==> src/rtl/sup_rst_pkg.sv <==
package sup_rst_pkg;
    typedef enum logic [1:0] {
        SUP_HOLD_LOW = 2'd0,
        SUP_STRETCH  = 2'd1,
        SUP_RUN      = 2'd2
    } sup_state_e;
endpackage

==> src/rtl/level_sync.sv <==
module level_sync #(
    parameter int   STAGES  = 2,
    parameter logic RST_VAL = 1'b0
) (
    input  logic clk,
    input  logic rst_n,
    input  logic d,
    output logic q
);
    logic [STAGES-1:0] chain;

    generate
        for (genvar i = 0; i < STAGES; i++) begin : g_stage
            if (i == 0) begin : g_first
                always_ff @(posedge clk or negedge rst_n) begin
                    if (!rst_n) chain[0] <= RST_VAL;
                    else        chain[0] <= d;
                end
            end else begin : g_next
                always_ff @(posedge clk or negedge rst_n) begin
                    if (!rst_n) chain[i] <= RST_VAL;
                    else        chain[i] <= chain[i-1];
                end
            end
        end
    endgenerate

    assign q = chain[STAGES-1];
endmodule

==> src/rtl/pin_edge_detect.sv <==
module pin_edge_detect #(
    parameter bit   ACTIVE_HIGH = 1'b1,
    parameter logic IDLE_LEVEL  = 1'b0
) (
    input  logic clk,
    input  logic rst_n,
    input  logic level,
    input  logic self_drive,
    output logic fire
);
    logic prev_q;

    always_ff @(posedge clk or negedge rst_n) begin
        if (!rst_n) prev_q <= IDLE_LEVEL;
        else        prev_q <= level;
    end

    generate
        if (ACTIVE_HIGH) begin : g_rise
            assign fire = !self_drive && level && !prev_q;
        end else begin : g_fall
            assign fire = !self_drive && !level && prev_q;
        end
    endgenerate
endmodule

==> src/rtl/timeout_counter.sv <==
module timeout_counter #(
    parameter int TICKS = 1000
) (
    input  logic clk,
    input  logic rst_n,
    input  logic clear,
    input  logic tick,
    output logic done
);
    localparam int CW = $clog2(TICKS + 1);
    localparam logic [CW-1:0] LAST = CW'(TICKS - 1);

    logic [CW-1:0] cnt_q;

    always_ff @(posedge clk or negedge rst_n) begin
        if (!rst_n)         cnt_q <= '0;
        else if (clear)     cnt_q <= '0;
        else if (tick && cnt_q != LAST) cnt_q <= cnt_q + 1'b1;
    end

    assign done = !clear && tick && (cnt_q == LAST);


    cnt_bound_chk: assert property (@(posedge clk) disable iff (!rst_n)
        cnt_q <= LAST);


    clear_zero_chk: assert property (@(posedge clk) disable iff (!rst_n)
        clear |=> (cnt_q == '0));
endmodule

==> src/rtl/supply_reset_supervisor.sv <==
module supply_reset_supervisor
    import sup_rst_pkg::*;
#(
    parameter int TIMEOUT_TICKS = 1000,
    parameter bit HI_PIN_EN     = 1'b1,
    parameter int SYNC_STAGES   = 2
) (
    input  logic clk,
    input  logic rst_n,
    input  logic tick,
    input  logic supply_low,
    input  logic rst_hi_pin,
    input  logic rst_lo_pin_n,
    output logic rst_hi_drv,
    output logic rst_lo_drv,
    output logic wr_lock
);
    sup_state_e state_q, state_d;
    logic sup_s, hi_s, lo_s;
    logic hi_fire, lo_fire, ext_fire;
    logic ctr_clear, ctr_done;
    logic holding;

    level_sync #(.STAGES(SYNC_STAGES), .RST_VAL(1'b0)) sup_sync_i (
        .clk(clk), .rst_n(rst_n), .d(supply_low), .q(sup_s));
    level_sync #(.STAGES(SYNC_STAGES), .RST_VAL(1'b0)) hi_sync_i (
        .clk(clk), .rst_n(rst_n), .d(rst_hi_pin), .q(hi_s));
    level_sync #(.STAGES(SYNC_STAGES), .RST_VAL(1'b1)) lo_sync_i (
        .clk(clk), .rst_n(rst_n), .d(rst_lo_pin_n), .q(lo_s));

    pin_edge_detect #(.ACTIVE_HIGH(1'b1), .IDLE_LEVEL(1'b0)) hi_edge_i (
        .clk(clk), .rst_n(rst_n), .level(hi_s), .self_drive(rst_hi_drv), .fire(hi_fire));
    pin_edge_detect #(.ACTIVE_HIGH(1'b0), .IDLE_LEVEL(1'b1)) lo_edge_i (
        .clk(clk), .rst_n(rst_n), .level(lo_s), .self_drive(rst_lo_drv), .fire(lo_fire));

    assign ext_fire = hi_fire || lo_fire;

    timeout_counter #(.TICKS(TIMEOUT_TICKS)) ctr_i (
        .clk(clk), .rst_n(rst_n), .clear(ctr_clear), .tick(tick), .done(ctr_done));

    // state register
    always_ff @(posedge clk or negedge rst_n) begin
        if (!rst_n) state_q <= SUP_STRETCH;
        else        state_q <= state_d;
    end

    // next state and counter clear
    always_comb begin
        state_d   = state_q;
        ctr_clear = 1'b0;
        unique case (state_q)
            SUP_HOLD_LOW: begin
                ctr_clear = 1'b1;
                if (!sup_s) state_d = SUP_STRETCH;
            end
            SUP_STRETCH: begin
                if (sup_s) begin
                    state_d   = SUP_HOLD_LOW;
                    ctr_clear = 1'b1;
                end else if (ext_fire) begin
                    ctr_clear = 1'b1;
                end else if (ctr_done) begin
                    state_d = SUP_RUN;
                end
            end
            SUP_RUN: begin
                if (sup_s) begin
                    state_d   = SUP_HOLD_LOW;
                    ctr_clear = 1'b1;
                end else if (ext_fire) begin
                    state_d   = SUP_STRETCH;
                    ctr_clear = 1'b1;
                end
            end
            default: begin
                state_d   = SUP_STRETCH;
                ctr_clear = 1'b1;
            end
        endcase
    end

    // outputs
    always_comb begin
        holding    = (state_q != SUP_RUN);
        rst_lo_drv = holding;
        wr_lock    = holding;
    end

    generate
        if (HI_PIN_EN) begin : g_hi_drv
            assign rst_hi_drv = holding;
        end else begin : g_hi_off
            assign rst_hi_drv = 1'b0;
        end
    endgenerate


    supply_hold_chk: assert property (@(posedge clk) disable iff (!rst_n)
        sup_s |=> wr_lock);


    ext_edge_chk: assert property (@(posedge clk) disable iff (!rst_n)
        ext_fire |=> (wr_lock && rst_lo_drv));


    release_timing_chk: assert property (@(posedge clk) disable iff (!rst_n)
        $fell(wr_lock) |-> $past(ctr_done));
endmodule

==> config.mk <==
export PLATFORM = sky130hd
export DESIGN_NAME = supply_reset_supervisor
export DESIGN_NICKNAME = d
export VERILOG_FILES = /design/src/rtl/sup_rst_pkg.sv /design/src/rtl/level_sync.sv /design/src/rtl/pin_edge_detect.sv /design/src/rtl/timeout_counter.sv /design/src/rtl/supply_reset_supervisor.sv
export SDC_FILE = /design/constraint.sdc
export NUM_CORES = 1
export LEC_CHECK = 0
export ABC_AREA = 1
export BUFFER_PORTS_ARGS = -buffer_cell sky130_fd_sc_hd__buf_2
export CORE_UTILIZATION = 45
export CTS_CLUSTER_DIAMETER = 200
export DETAILED_ROUTE_END_ITERATION = 7
export GPL_ROUTABILITY_DRIVEN = 0
export GPL_TIMING_DRIVEN = 1
export PLACE_DENSITY = 0.66
export REMOVE_ABC_BUFFERS = 1
export SYNTH_ARGS = -nofsm -noshare
export SYNTH_HDL_FRONTEND = slang
export SYNTH_SLANG_ARGS = --single-unit
==> constraint.sdc <==
create_clock -name clk -period 1.81 [get_ports clk]
set_clock_uncertainty 0.2 [all_clocks]
set_input_delay 0.0905 -clock clk [delete_from_list [all_inputs] [get_ports clk]]
set_output_delay 0.0905 -clock clk [all_outputs]
set_load 0.02 [all_outputs]
Yosys cells after proc, flatten, opt, wreduce, memory -nomap -nowiden
Index checks and enable logic that the tools add are counted.
- register bits after elaboration: 20
- input bits: 6
- output and inout port bits: 3
- word-level logic and storage cells: 48
- $add $sub $neg: 1
- equality and inequality tests: 9
- muxes and demuxes: 12
- reductions and logical operators: 16
- operators by type and width (operator ; count):
    $mux 10 ; 2
    $mux 2 ; 6
    $add 10x1->10 const B ; 1
    $eq 10x10->1 const B ; 1
    $ne 10x10->1 const B ; 1
    $ne 3x2->1 const B ; 3
    $logic_and 1x1->1 ; 7
    $pmux 2 s3 ; 1
    $logic_not 1->1 ; 4
    $ne 2x2->1 const B ; 2
    $reduce_and 4->1 ; 1
    $mux 1 ; 3
    $eq 2x1->1 const B ; 1
    $eq 2x2->1 const B ; 1
    $logic_not 2->1 ; 1
    $reduce_bool 2->1 ; 1
    $reduce_or 2->1 ; 1
    $logic_or 1x1->1 ; 1

Longest topological paths before layout
Gate-level depths: netlist (run 1).
- depth after elaboration: 15
- gate-level depth with buffers: 10
- gate-level depth less buffers: 10

Hierarchy
From an unflattened synthesis (run 1), not the netlist that was laid out.
- cell total of the unflattened synthesis: 137
- area total of the unflattened synthesis: 1104.8 sq um
- by module, submodules not included (module ; instances ; cells an instance ; area each (sq um) ; seq. area each (sq um)):
    timeout_counter ; 1 ; 91 ; 641.9 ; 250.2
    supply_reset_supervisor ; 1 ; 32 ; 231.5 ; 51.3
    level_sync (hi_sync_i ...) ; 2 ; 2 ; 50.0 ; 50.0
    level_sync (lo_sync_i) ; 1 ; 2 ; 52.6 ; 52.6
    pin_edge_detect (lo_edge_i) ; 1 ; 4 ; 40.0 ; 26.3
    pin_edge_detect (hi_edge_i) ; 1 ; 4 ; 38.8 ; 25.0

Worst setup path after synthesis (run 1)
OpenSTA, ideal clock, no wires.
- path type: reg-to-reg
- from: register state_q[0]
- to: register state_q[1]
- setup time: 0.116 ns
- arrival: 1.428 ns
- data required time: 1.494 ns
- slack: 0.066 ns
- stages on the path, launching flop included: 11
- path buffers: 0
- clock period less this slack: 1.744 ns
- cells stage by stage: dfstp_2 > inv_1 > ha_1 > nand3_2 > nand2_2 > nor2_4 > nand3_1 > nand2_2 > nand2_1 > nand2_1 > nand2_1
- word-level cells in the longest chain between the ends: 13
- elaborated cells between the ends (all ways): 23
- classes of those cells: eq/ne (7); mux (4); reduce/logical (12)
- ends and longest elaborated chain (item ; RTL line ; source):
    start, declared ; supply_reset_supervisor.sv:18 ; sup_state_e state_q, state_d;
    start signal, assigned ; supply_reset_supervisor.sv:44 ; else state_q <= state_d;
    $ne 2x2->1 ; supply_reset_supervisor.sv:84 ; holding = (state_q != SUP_RUN);
    $logic_not 1->1 ; pin_edge_detect.sv:20, pin_edge_detect.sv:22 ;
    $logic_and 1x1->1 (on tied branches) (2 in series) ; pin_edge_detect.sv:20, pin_edge_detect.sv:22 ;
    $logic_or 1x1->1 ; supply_reset_supervisor.sv:36 ; assign ext_fire = hi_fire || lo_fire;
    $mux 1 ; supply_reset_supervisor.sv:60, supply_reset_supervisor.sv:70 ;
    $mux 1 ; supply_reset_supervisor.sv:57 ; if (sup_s) begin
    $mux 1 ; - ;
    $logic_not 1->1 ; timeout_counter.sv:21 ; assign done = !clear && tick && (cnt_q == LAST);
    $logic_and 1x1->1 (2 in series) ; timeout_counter.sv:21 ;
    $ne 3x2->1 (no source line) ; - ;
    $reduce_and 4->1 (no source line) ; - ;
Several ways; a longest one is shown, not always the timed one.
A chain may end at the register's enable or synchronous reset.

Final worst setup path (run 1)
- from: register state_q[0]
- to: register ctr_i.cnt_q[7]
- word-level cells in the longest chain between the ends: 9
- elaborated cells between the ends (all ways): 15
- classes of those cells: eq/ne (3); mux (4); reduce/logical (8)
- ends and longest elaborated chain (item ; RTL line ; source):
    $ne 2x2->1 ; supply_reset_supervisor.sv:84 ;
    $logic_not 1->1 ; pin_edge_detect.sv:20, pin_edge_detect.sv:22 ;
    $logic_and 1x1->1 (on tied branches) (2 in series) ; pin_edge_detect.sv:20, pin_edge_detect.sv:22 ;
    $logic_or 1x1->1 ; supply_reset_supervisor.sv:36 ;
    $mux 1 ; supply_reset_supervisor.sv:60, supply_reset_supervisor.sv:70 ;
    $mux 1 ; supply_reset_supervisor.sv:57 ;
    $mux 1 * ; - ;
    $mux 10 or $reduce_bool 2->1 (tied branches) ; - ;
    end signal, assigned ; timeout_counter.sv:18 ; else if (tick && cnt_q != LAST) cnt_q <= cnt_q + 1'b1;
    end, declared ; timeout_counter.sv:13 ; logic [CW-1:0] cnt_q;
Mark *: on every way between the ends. The rest lies on a longest branch, timed or not.

==> parameters.txt, run 1 <==
Parameter                              Value

Power and ir drop
  Power per Cell Area ... 992 nW/um^2
  Static Leakage ... 0.650 nW
  Maximum vdd ir drop ... 0.665 mV

STA
  Number of endpoints with negative hold slack in the final report ... 0
  Count of pins over their slew limit ... 0
  Unrepaired setup endpoints after global routing ... yes
  Crit path time final ... 1.78 ns
  Final worst-path cycle share ... 98.5%
  Top achievable clock speed ... 561 MHz
  Tightest slew margin relative to the limit ... 69.8%
  Total of endpoints with negative setup slack in the final report ... 0
  Worst-margin pin slew ... 0.453 ns
  Fin Hold WS ... 0.0572 ns

CTS
  Number of buffers created by CTS ... 3
  Clock tree from TritonCTS ... built
  Number of clock sinks seen by CTS ... 20
  Post-CTS repair timing setup buffer count ... 0
  Clock latency at the later pin of the worst-skew pair ... 0.31 ns
  Bufs on Longest Clock Path ... 2
  Maximum level of the CTS H-tree ... 1
  Clk slew on worst S/H paths ... 0.12 ns
  Root buffer cell ... sky130_fd_sc_hd__clkbuf_4

Routing
  DRT iter0 DRCs ... 28
  Detailed-router iteration count before antenna repair ... 4
  Total wire length after detailed routing ... 2170 um
  Number of nets still failing antenna checks after routing ... 0
  Routed vias/inst ... 5.07
  Final routed wire length divided by cell count ... 12.4 um
  DRC violations left ... 0
  Total number of vias ... 888

Synth
  Avg Inst Size Synth ... 8.42 sq um
  Cells after Synth ... 130
  Synth cell types ... 27
  Largest cells by area after synthesis ... sky130_fd_sc_hd__dfrtp_1, sky130_fd_sc_hd__nand2_1, sky130_fd_sc_hd__dfstp_2
  Total of warnings raised by yosys ... 0
  Sequential share of the synthesized area ... 46.2%
  Flops & latches, synth ... 20
  Yosys top cell by area ... sky130_fd_sc_hd__dfrtp_1
  Post-synthesis cell area ... 1090 sq um
  Top cell type's share of synthesized area ... 36.6%

Setup path
  Critical path required time ... 1.86 ns
  Max FO, Critical Path ... 11
  Critical setup path kind ... flop to flop
  Data arrival time of the critical path ... 1.83 ns
  Type of origin of the critical path ... flop
  Length in cells of the worst reg-to-reg path ... 9
  Critical path capture point type ... flop

Global route
  Maximum number of pins on one net before global-route repair ... 21
  Total routing usage reported by global routing ... 19.9%
  Number of antenna violations at the first check in global routing ... 0
  Number of global-route vias before repair ... 925
  Global-route wire length before repair ... 3850 um
  Final global-route overflow total ... 0

Placed design
  Quantity of I/O buffers inserted on ports ... 8
  Area after DPL ... 1180 sq um
  Sum of net half-perimeters after detailed placement ... 1480 um
  Cell count after placement ... 166

Layout
  Count of fill cells added during filler insertion ... 209
  Area growth from synthesis to layout ... 21.9%
  Ant. Diodes ... 0
  Number of flip-flops in the largest register ... 10
  Largest registers ... ctr_i.cnt_q (10), state_q (2)
  Post-layout net count ... 158
  Non-filler instance count after layout ... 175
  Most common library cell in the layout ignoring fill and taps ... sky130_fd_sc_hd__nand2_1
  Commonest non-fill, non-tap cells in the layout ... sky130_fd_sc_hd__nand2_1, sky130_fd_sc_hd__inv_1, sky130_fd_sc_hd__dfrtp_1, sky130_fd_sc_hd__nand3_1, sky130_fd_sc_hd__nor2_1
  Final standard cell area without fillers ... 1340 sq um
  Fraction of layout cells with a size suffix above 1 ... 27.2%
  Register with the most flip-flops ... ctr_i.cnt_q

Die
  Initial standard-cell utilization of the core ... 48.6%
  Number of placement rows ... 17
  Area of the die ... 2630 sq um
  Placeable Area ... 2250 sq um
  Die Span X ... 51.3 um
  Die Ht ... 51.3 um
  Number of top-level pins ... 9

Run status
  Result of the run ... finished clean

Flow run
  # Max-Cap Violations ... 0

Hold path
  Type of the worst min-delay path ... input pin to asynchronous set/reset pin
-- layout make-up --
cell class	instances	area [sq um]	share of cell area, %
repair buffers	16	133	9.93
well taps	28	35.0	2.62
multi-input cells	86	523	39.2
clock inverters	1	30.0	2.25
flip-flops and latches	20	505	37.9
inverters	21	86.3	6.47
clock buffers	3	22.5	1.69
-- through the flow --
stage / setup slack (ns) / TNS (ns) / power [mW] / utilization, %
after floorplan: -0.0462 / -0.0526 / 0.741 / -
after global placement: 0.0280 / 0 / 0.863 / 52.3
after detailed placement: 0.00131 / 0 / 0.871 / 52.3
after CTS: 0.00730 / 0 / 1.26 / 57.0
after global routing: -0.0255 / -0.148 / 1.41 / 59.2
final: 0.0279 / 0 / 1.32 / 59.2
-- worst max-delay path: stages, from the launching register on --
cell                       delay [ns]
sky130_fd_sc_hd__dfstp_2         0.58
sky130_fd_sc_hd__inv_4           0.05
sky130_fd_sc_hd__ha_4            0.26
sky130_fd_sc_hd__nand2_2         0.07
sky130_fd_sc_hd__nor2_4          0.16
sky130_fd_sc_hd__buf_12          0.16
sky130_fd_sc_hd__nand2_8         0.06
sky130_fd_sc_hd__clkinv_4        0.07
sky130_fd_sc_hd__nand2_1         0.06
sky130_fd_sc_hd__o21ai_2         0.05
-- synth_stat cells --
cell                        n
sky130_fd_sc_hd__a21o_1     1
sky130_fd_sc_hd__a21oi_1    1
sky130_fd_sc_hd__buf_4      2
sky130_fd_sc_hd__buf_6      1
sky130_fd_sc_hd__clkinv_4   1
sky130_fd_sc_hd__dfrtp_1   16
sky130_fd_sc_hd__dfstp_2    4
sky130_fd_sc_hd__ha_1       4
sky130_fd_sc_hd__inv_1     18
sky130_fd_sc_hd__inv_2      2
sky130_fd_sc_hd__mux2i_1    1
sky130_fd_sc_hd__nand2_1   31
sky130_fd_sc_hd__nand2_2    2
sky130_fd_sc_hd__nand2_4    2
sky130_fd_sc_hd__nand3_1   13
sky130_fd_sc_hd__nand3_2    2
sky130_fd_sc_hd__nand4_1    2
sky130_fd_sc_hd__nand4_2    1
sky130_fd_sc_hd__nor2_1    10
sky130_fd_sc_hd__nor2_2     2
sky130_fd_sc_hd__nor2_4     1
sky130_fd_sc_hd__nor3_1     2
sky130_fd_sc_hd__o21ai_0    4
sky130_fd_sc_hd__o21ai_1    2
sky130_fd_sc_hd__o21ai_2    2
sky130_fd_sc_hd__xnor2_1    1
sky130_fd_sc_hd__xor2_1     2
-- power breakdown --
| group | internal [mW] | total [mW] | switching (mW) |
|---|---|---|---|
| Sequential | 0.494 | 0.525 | 0.0310 |
| Clock | 0.224 | 0.370 | 0.146 |
| Combinational | 0.184 | 0.430 | 0.246 |
-- logic make-up after synthesis --
group                    after synthesis  share of synthesized area (%)
AND/OR/NAND/NOR                       68                           30.4
buffers and inverters                 24                           10.1
flip-flops                            20                           46.2
AO/OA/AOI/OAI                         10                           5.49
adder cells (fa/ha/maj)                4                           4.57
XOR/XNOR                               3                           2.40
multiplexers                           1                          0.914
-- final timing paths --
kind | startpoint | to | slack [ns]
max | state_q[0]$_DFFE_PN1P_ | ctr_i.cnt_q[7]$_DFFE_PN0P_ | 0.03
min | rst_n | sup_sync_i.q$_DFF_PN0_ | 0.06
max reg2reg | state_q[0]$_DFFE_PN1P_ | ctr_i.cnt_q[7]$_DFFE_PN0P_ | 0.03
min reg2reg | sup_sync_i.chain[0]$_DFF_PN0_ | sup_sync_i.q$_DFF_PN0_ | 0.16
max in group asynchronous | rst_n | state_q[0]$_DFFE_PN1P_ | 1.01
min in group clk | sup_sync_i.chain[0]$_DFF_PN0_ | sup_sync_i.q$_DFF_PN0_ | 0.16
-- per-layer routing --
metal / wire length, um / part of all wire, % / GRT usage [%] / vias to the layer above
met4: 19 / 0.88 / 6.76 / 0
met5: 0 / 0 / 0 / -
met1: 973 / 45 / 22.9 / 419
li1: - / - / - / 442
met2: 1090 / 50 / 34.9 / 22
met3: 86 / 4.0 / 5.95 / 5
-- what timing repair did --
action | 4_1_cts | 5_1_grt
endpoints found under the setup margin | 5 | 13
gates resized for setup | 2 | 10
cloned | 0 | 0
hold endpoints to repair | 28 | 0
hold buffers | 5 | 0
(Power assumes the default switching activity.)
==> inputs of run 2 (changes only) <==
ABC_AREA = not set   (was 1)
PLACE_DENSITY = 0.67   (was 0.66)
==> parameters.txt, run 2 <==
Parameter                              Value

Run status
  Result of the run ... finished clean (unchanged)

CTS
  Maximum level of the CTS H-tree ... 1 (unchanged)
  Clk slew on worst S/H paths ... 0.11 ns (was 0.12 ns)
  Number of buffers created by CTS ... 3 (unchanged)
  Bufs on Longest Clock Path ... 2 (unchanged)
  Clock tree from TritonCTS ... built (unchanged)
  Root buffer cell ... sky130_fd_sc_hd__clkbuf_4 (unchanged)
  Clock latency at the later pin of the worst-skew pair ... 0.29 ns (was 0.31 ns)
  Number of clock sinks seen by CTS ... 20 (unchanged)

STA
  Count of pins over their slew limit ... 0 (unchanged)
  Top achievable clock speed ... 559 MHz (was 561 MHz)
  Tightest slew margin relative to the limit ... 71.8% (was 69.8%)
  Final worst-path cycle share ... 98.8% (was 98.5%)
  Worst-margin pin slew ... 0.423 ns (was 0.453 ns)
  Total of endpoints with negative setup slack in the final report ... 0 (unchanged)
  Unrepaired setup endpoints after global routing ... yes (unchanged)
  Number of endpoints with negative hold slack in the final report ... 0 (unchanged)
  Crit path time final ... 1.79 ns (was 1.78 ns)
  Final setup slack of the worst path ... 0.0223 ns (was 0.0279 ns)

Layout
  Commonest non-fill, non-tap cells in the layout ... sky130_fd_sc_hd__dfrtp_1, sky130_fd_sc_hd__nor2_1, sky130_fd_sc_hd__buf_2, sky130_fd_sc_hd__buf_4 (was sky130_fd_sc_hd__nand2_1, sky130_fd_sc_hd__inv_1, sky130_fd_sc_hd__dfrtp_1, sky130_fd_sc_hd__nand3_1, sky130_fd_sc_hd__nor2_1)
  Number of flip-flops in the largest register ... 10 (unchanged)
  Multi-input combinational cell area ... 453 sq um (was 523 sq um)
  Ant. Diodes ... 0 (unchanged)
  Final standard cell area without fillers ... 1200 sq um (was 1340 sq um)
  Largest registers ... ctr_i.cnt_q (10), state_q (2) (unchanged)
  Count of fill cells added during filler insertion ... 166 (was 209)
  Register with the most flip-flops ... ctr_i.cnt_q (unchanged)
  Fraction of layout cells with a size suffix above 1 ... 35.8% (was 27.2%)
  Area growth from synthesis to layout ... 24.6% (was 21.9%)
  Most common library cell in the layout ignoring fill and taps ... sky130_fd_sc_hd__dfrtp_1 (was sky130_fd_sc_hd__nand2_1)
  Post-layout net count ... 117 (was 158)
  Area taken by flip-flops and latches ... 505 sq um (unchanged)

Flow run
  # Max-Cap Violations ... 0 (unchanged)

Global route
  Maximum number of pins on one net before global-route repair ... 21 (unchanged)
  Total routing usage reported by global routing ... 16.7% (was 19.9%)
  Global-route wire length before repair ... 2580 um (was 3850 um)
  Final global-route overflow total ... 0 (unchanged)
  Number of global-route vias before repair ... 626 (was 925)
  Number of antenna violations at the first check in global routing ... 0 (unchanged)

Synth
  Most frequent cell after synthesis ... sky130_fd_sc_hd__dfrtp_1 (was sky130_fd_sc_hd__nand2_1)
  EDFF count, synth ... 0 (unchanged)
  Top cell type's share of synthesized area ... 41.6% (was 36.6%)
  Proportion of synthesized flip-flops having asynchronous set or reset ... 100% (unchanged)
  Flops & latches, synth ... 20 (unchanged)
  Largest cells by area after synthesis ... sky130_fd_sc_hd__dfrtp_1, sky130_fd_sc_hd__dfstp_2, sky130_fd_sc_hd__ha_1 (was sky130_fd_sc_hd__dfrtp_1, sky130_fd_sc_hd__nand2_1, sky130_fd_sc_hd__dfstp_2)
  Main flop type after synthesis ... sky130_fd_sc_hd__dfrtp_1 (unchanged)
  Avg Inst Size Synth ... 11.5 sq um (was 8.42 sq um)
  Cells after Synth ... 84 (was 130)
  Total of warnings raised by yosys ... 0 (unchanged)
  List of most frequent post-synthesis cells ... sky130_fd_sc_hd__dfrtp_1, sky130_fd_sc_hd__nor2_1, sky130_fd_sc_hd__nand3_1, sky130_fd_sc_hd__xnor2_1 (was sky130_fd_sc_hd__nand2_1, sky130_fd_sc_hd__inv_1, sky130_fd_sc_hd__dfrtp_1)
  Post-synthesis cell area ... 962 sq um (was 1090 sq um)
  Sequential share of the synthesized area ... 52.5% (was 46.2%)
  Yosys top cell by area ... sky130_fd_sc_hd__dfrtp_1 (unchanged)
  Synth cell types ... 32 (was 27)

Routing
  Routed vias/inst ... 5.24 (was 5.07)
  Final routed wire length divided by cell count ... 12.8 um (was 12.4 um)
  Total wire length after detailed routing ... 1710 um (was 2170 um)
  DRT iter0 DRCs ... 5 (was 28)
  Number of nets still failing antenna checks after routing ... 0 (unchanged)
  DRC violations left ... 0 (unchanged)
  Total number of vias ... 697 (was 888)
  Detailed-router iteration count before antenna repair ... 4 (unchanged)

Die
  Placeable Area ... 1980 sq um (was 2250 sq um)
  Number of top-level pins ... 9 (unchanged)
  Die Ht ... 48.2 um (was 51.3 um)
  Initial standard-cell utilization of the core ... 48.5% (was 48.6%)
  Area of the die ... 2330 sq um (was 2630 sq um)
  Number of placement rows ... 16 (was 17)
  Die Span X ... 48.2 um (was 51.3 um)

Power and ir drop
  Static Leakage ... 0.520 nW (was 0.650 nW)
  Maximum vdd ir drop ... 0.561 mV (was 0.665 mV)
  Power per Cell Area ... 906 nW/um^2 (was 992 nW/um^2)

Placed design
  Area after DPL ... 1060 sq um (was 1180 sq um)
  Setup slack after placement ... -0.0254 ns (was 0.00131 ns)
  Quantity of I/O buffers inserted on ports ... 8 (unchanged)
  Sum of net half-perimeters after detailed placement ... 1150 um (was 1480 um)

Setup path
  Kind of cell with the highest combined delay on the critical path ... flip-flops (unchanged)
  Critical R2R Capture ... state_q[1]$_DFFE_PN0P_ (was ctr_i.cnt_q[7]$_DFFE_PN0P_)
  Reg-to-reg critical path startpoint ... state_q[0]$_DFFE_PN1P_ (unchanged)
  Type of origin of the critical path ... flop (unchanged)
  Length in cells of the worst reg-to-reg path ... 6 (was 9)
  Max FO, Critical Path ... 3 (was 11)
  Buffers plus inverters on the worst setup path ... 2 (was 3)
  Cell breakdown of the critical path ... inv_2 > ha_1 > nor2b_2 > buf_4 > a31o_2 > o211ai_1 (was inv_4 > ha_4 > nand2_2 > nor2_4 > buf_12 > nand2_8 > clkinv_4 > nand2_1 > o21ai_2)
  Critical setup path kind ... flop to flop (unchanged)
  Slowest cell on the critical path ... sky130_fd_sc_hd__dfstp_2 (unchanged)
  Slowest cell delay on critical path ... 0.57 ns (was 0.58 ns)
  Register-to-register path setup slack ... 0.02 ns (was 0.03 ns)
  Data arrival time of the critical path ... 1.80 ns (was 1.83 ns)
  Critical path required time ... 1.82 ns (was 1.86 ns)
  Critical path capture point type ... flop (unchanged)

Hold path
  Type of the worst min-delay path ... input pin to asynchronous set/reset pin (unchanged)
==> run 2: stage by stage <==
| stage | setup TNS, ns | hold slack (ns) | std cells | power, mW | util [%] |
|---|---|---|---|---|---|
| final | 0 | 0.0589 | 133 | 1.09 | 60.5 |
| after global routing | -0.0631 | 0.0960 | 133 | 1.15 | 60.5 |
| after CTS | 0 | 0.0548 | 132 | 1.05 | 59.0 |
| after detailed placement | -0.0254 | -0.143 | 122 | 0.679 | 53.4 |
| after global placement | 0 | -0.150 | 122 | 0.672 | 53.4 |
| after floorplan | -1.67 | -0.405 | 82 | 0.617 | - |
==> run 2: kinds of logic after synthesis <==
kind of cell | share of synthesized area [%]
and+or+nand+nor | 21.6
DFF | 52.5
AOI/OAI and AO/OA | 10.5
xor gates and xnor gates | 6.37
buffers and inverters | 2.73
adders and majority gates | 5.20
muxes | 1.04
==> run 2: per-layer routing <==
| metal | global-route usage [%] | share of wire (%) | vias up |
|---|---|---|---|
| met5 | 0 | 0 | - |
| met1 | 18.8 | 43 | 354 |
| li1 | - | - | 337 |
| met2 | 31.5 | 55 | 4 |
| met4 | 5.00 | 0.53 | 0 |
| met3 | 3.33 | 1.4 | 2 |
==> run 2: cell type report <==
cell class | instances | area share [%]
clock inverters | 1 | 2.51
flip-flops and latches | 20 | 42.2
clock buffers | 3 | 1.88
inverters | 3 | 0.939
multi-input cells | 59 | 37.8
well taps | 27 | 2.82
repair buffers | 20 | 11.9
==> run 2: worst max path at each step <==
stage	from	endpoint	slack (ns)	cells after the start
finish	state_q[0]$_DFFE_PN1P_	state_q[1]$_DFFE_PN0P_	0.02	6
global route	state_q[0]$_DFFE_PN1P_	ctr_i.cnt_q[6]$_DFFE_PN0P_	-0.02	6
CTS	state_q[0]$_DFFE_PN1P_	state_q[0]$_DFFE_PN1P_	0.004	5
detailed placement	state_q[0]$_DFFE_PN1P_	state_q[0]$_DFFE_PN1P_	-0.03	5
global placement	state_q[0]$_DFFE_PN1P_	state_q[0]$_DFFE_PN1P_	0.009	5
floorplan	state_q[0]$_DFFE_PN1P_	ctr_i.cnt_q[2]$_DFFE_PN0P_	-0.22	6
==> run 2: repair_timing <==
action                                 in CTS  in global routing
pin swaps                                   0                  1
buffers inserted                            1                  1
setup endpoints to repair                   5                 14
hold buffers                                5                  0
resized for setup                           1                  8
gates cloned                                0                  0
endpoints found under the hold margin      26                  0
==> run 2: where the power goes <==
| part | switching, mW | internal, mW | leakage (nW) |
|---|---|---|---|
| Sequential | 0.0216 | 0.485 | 0.253 |
| Clock | 0.130 | 0.224 | 0.0279 |
| Combinational | 0.116 | 0.110 | 0.238 |
| Total | 0.268 | 0.818 | 0.520 |
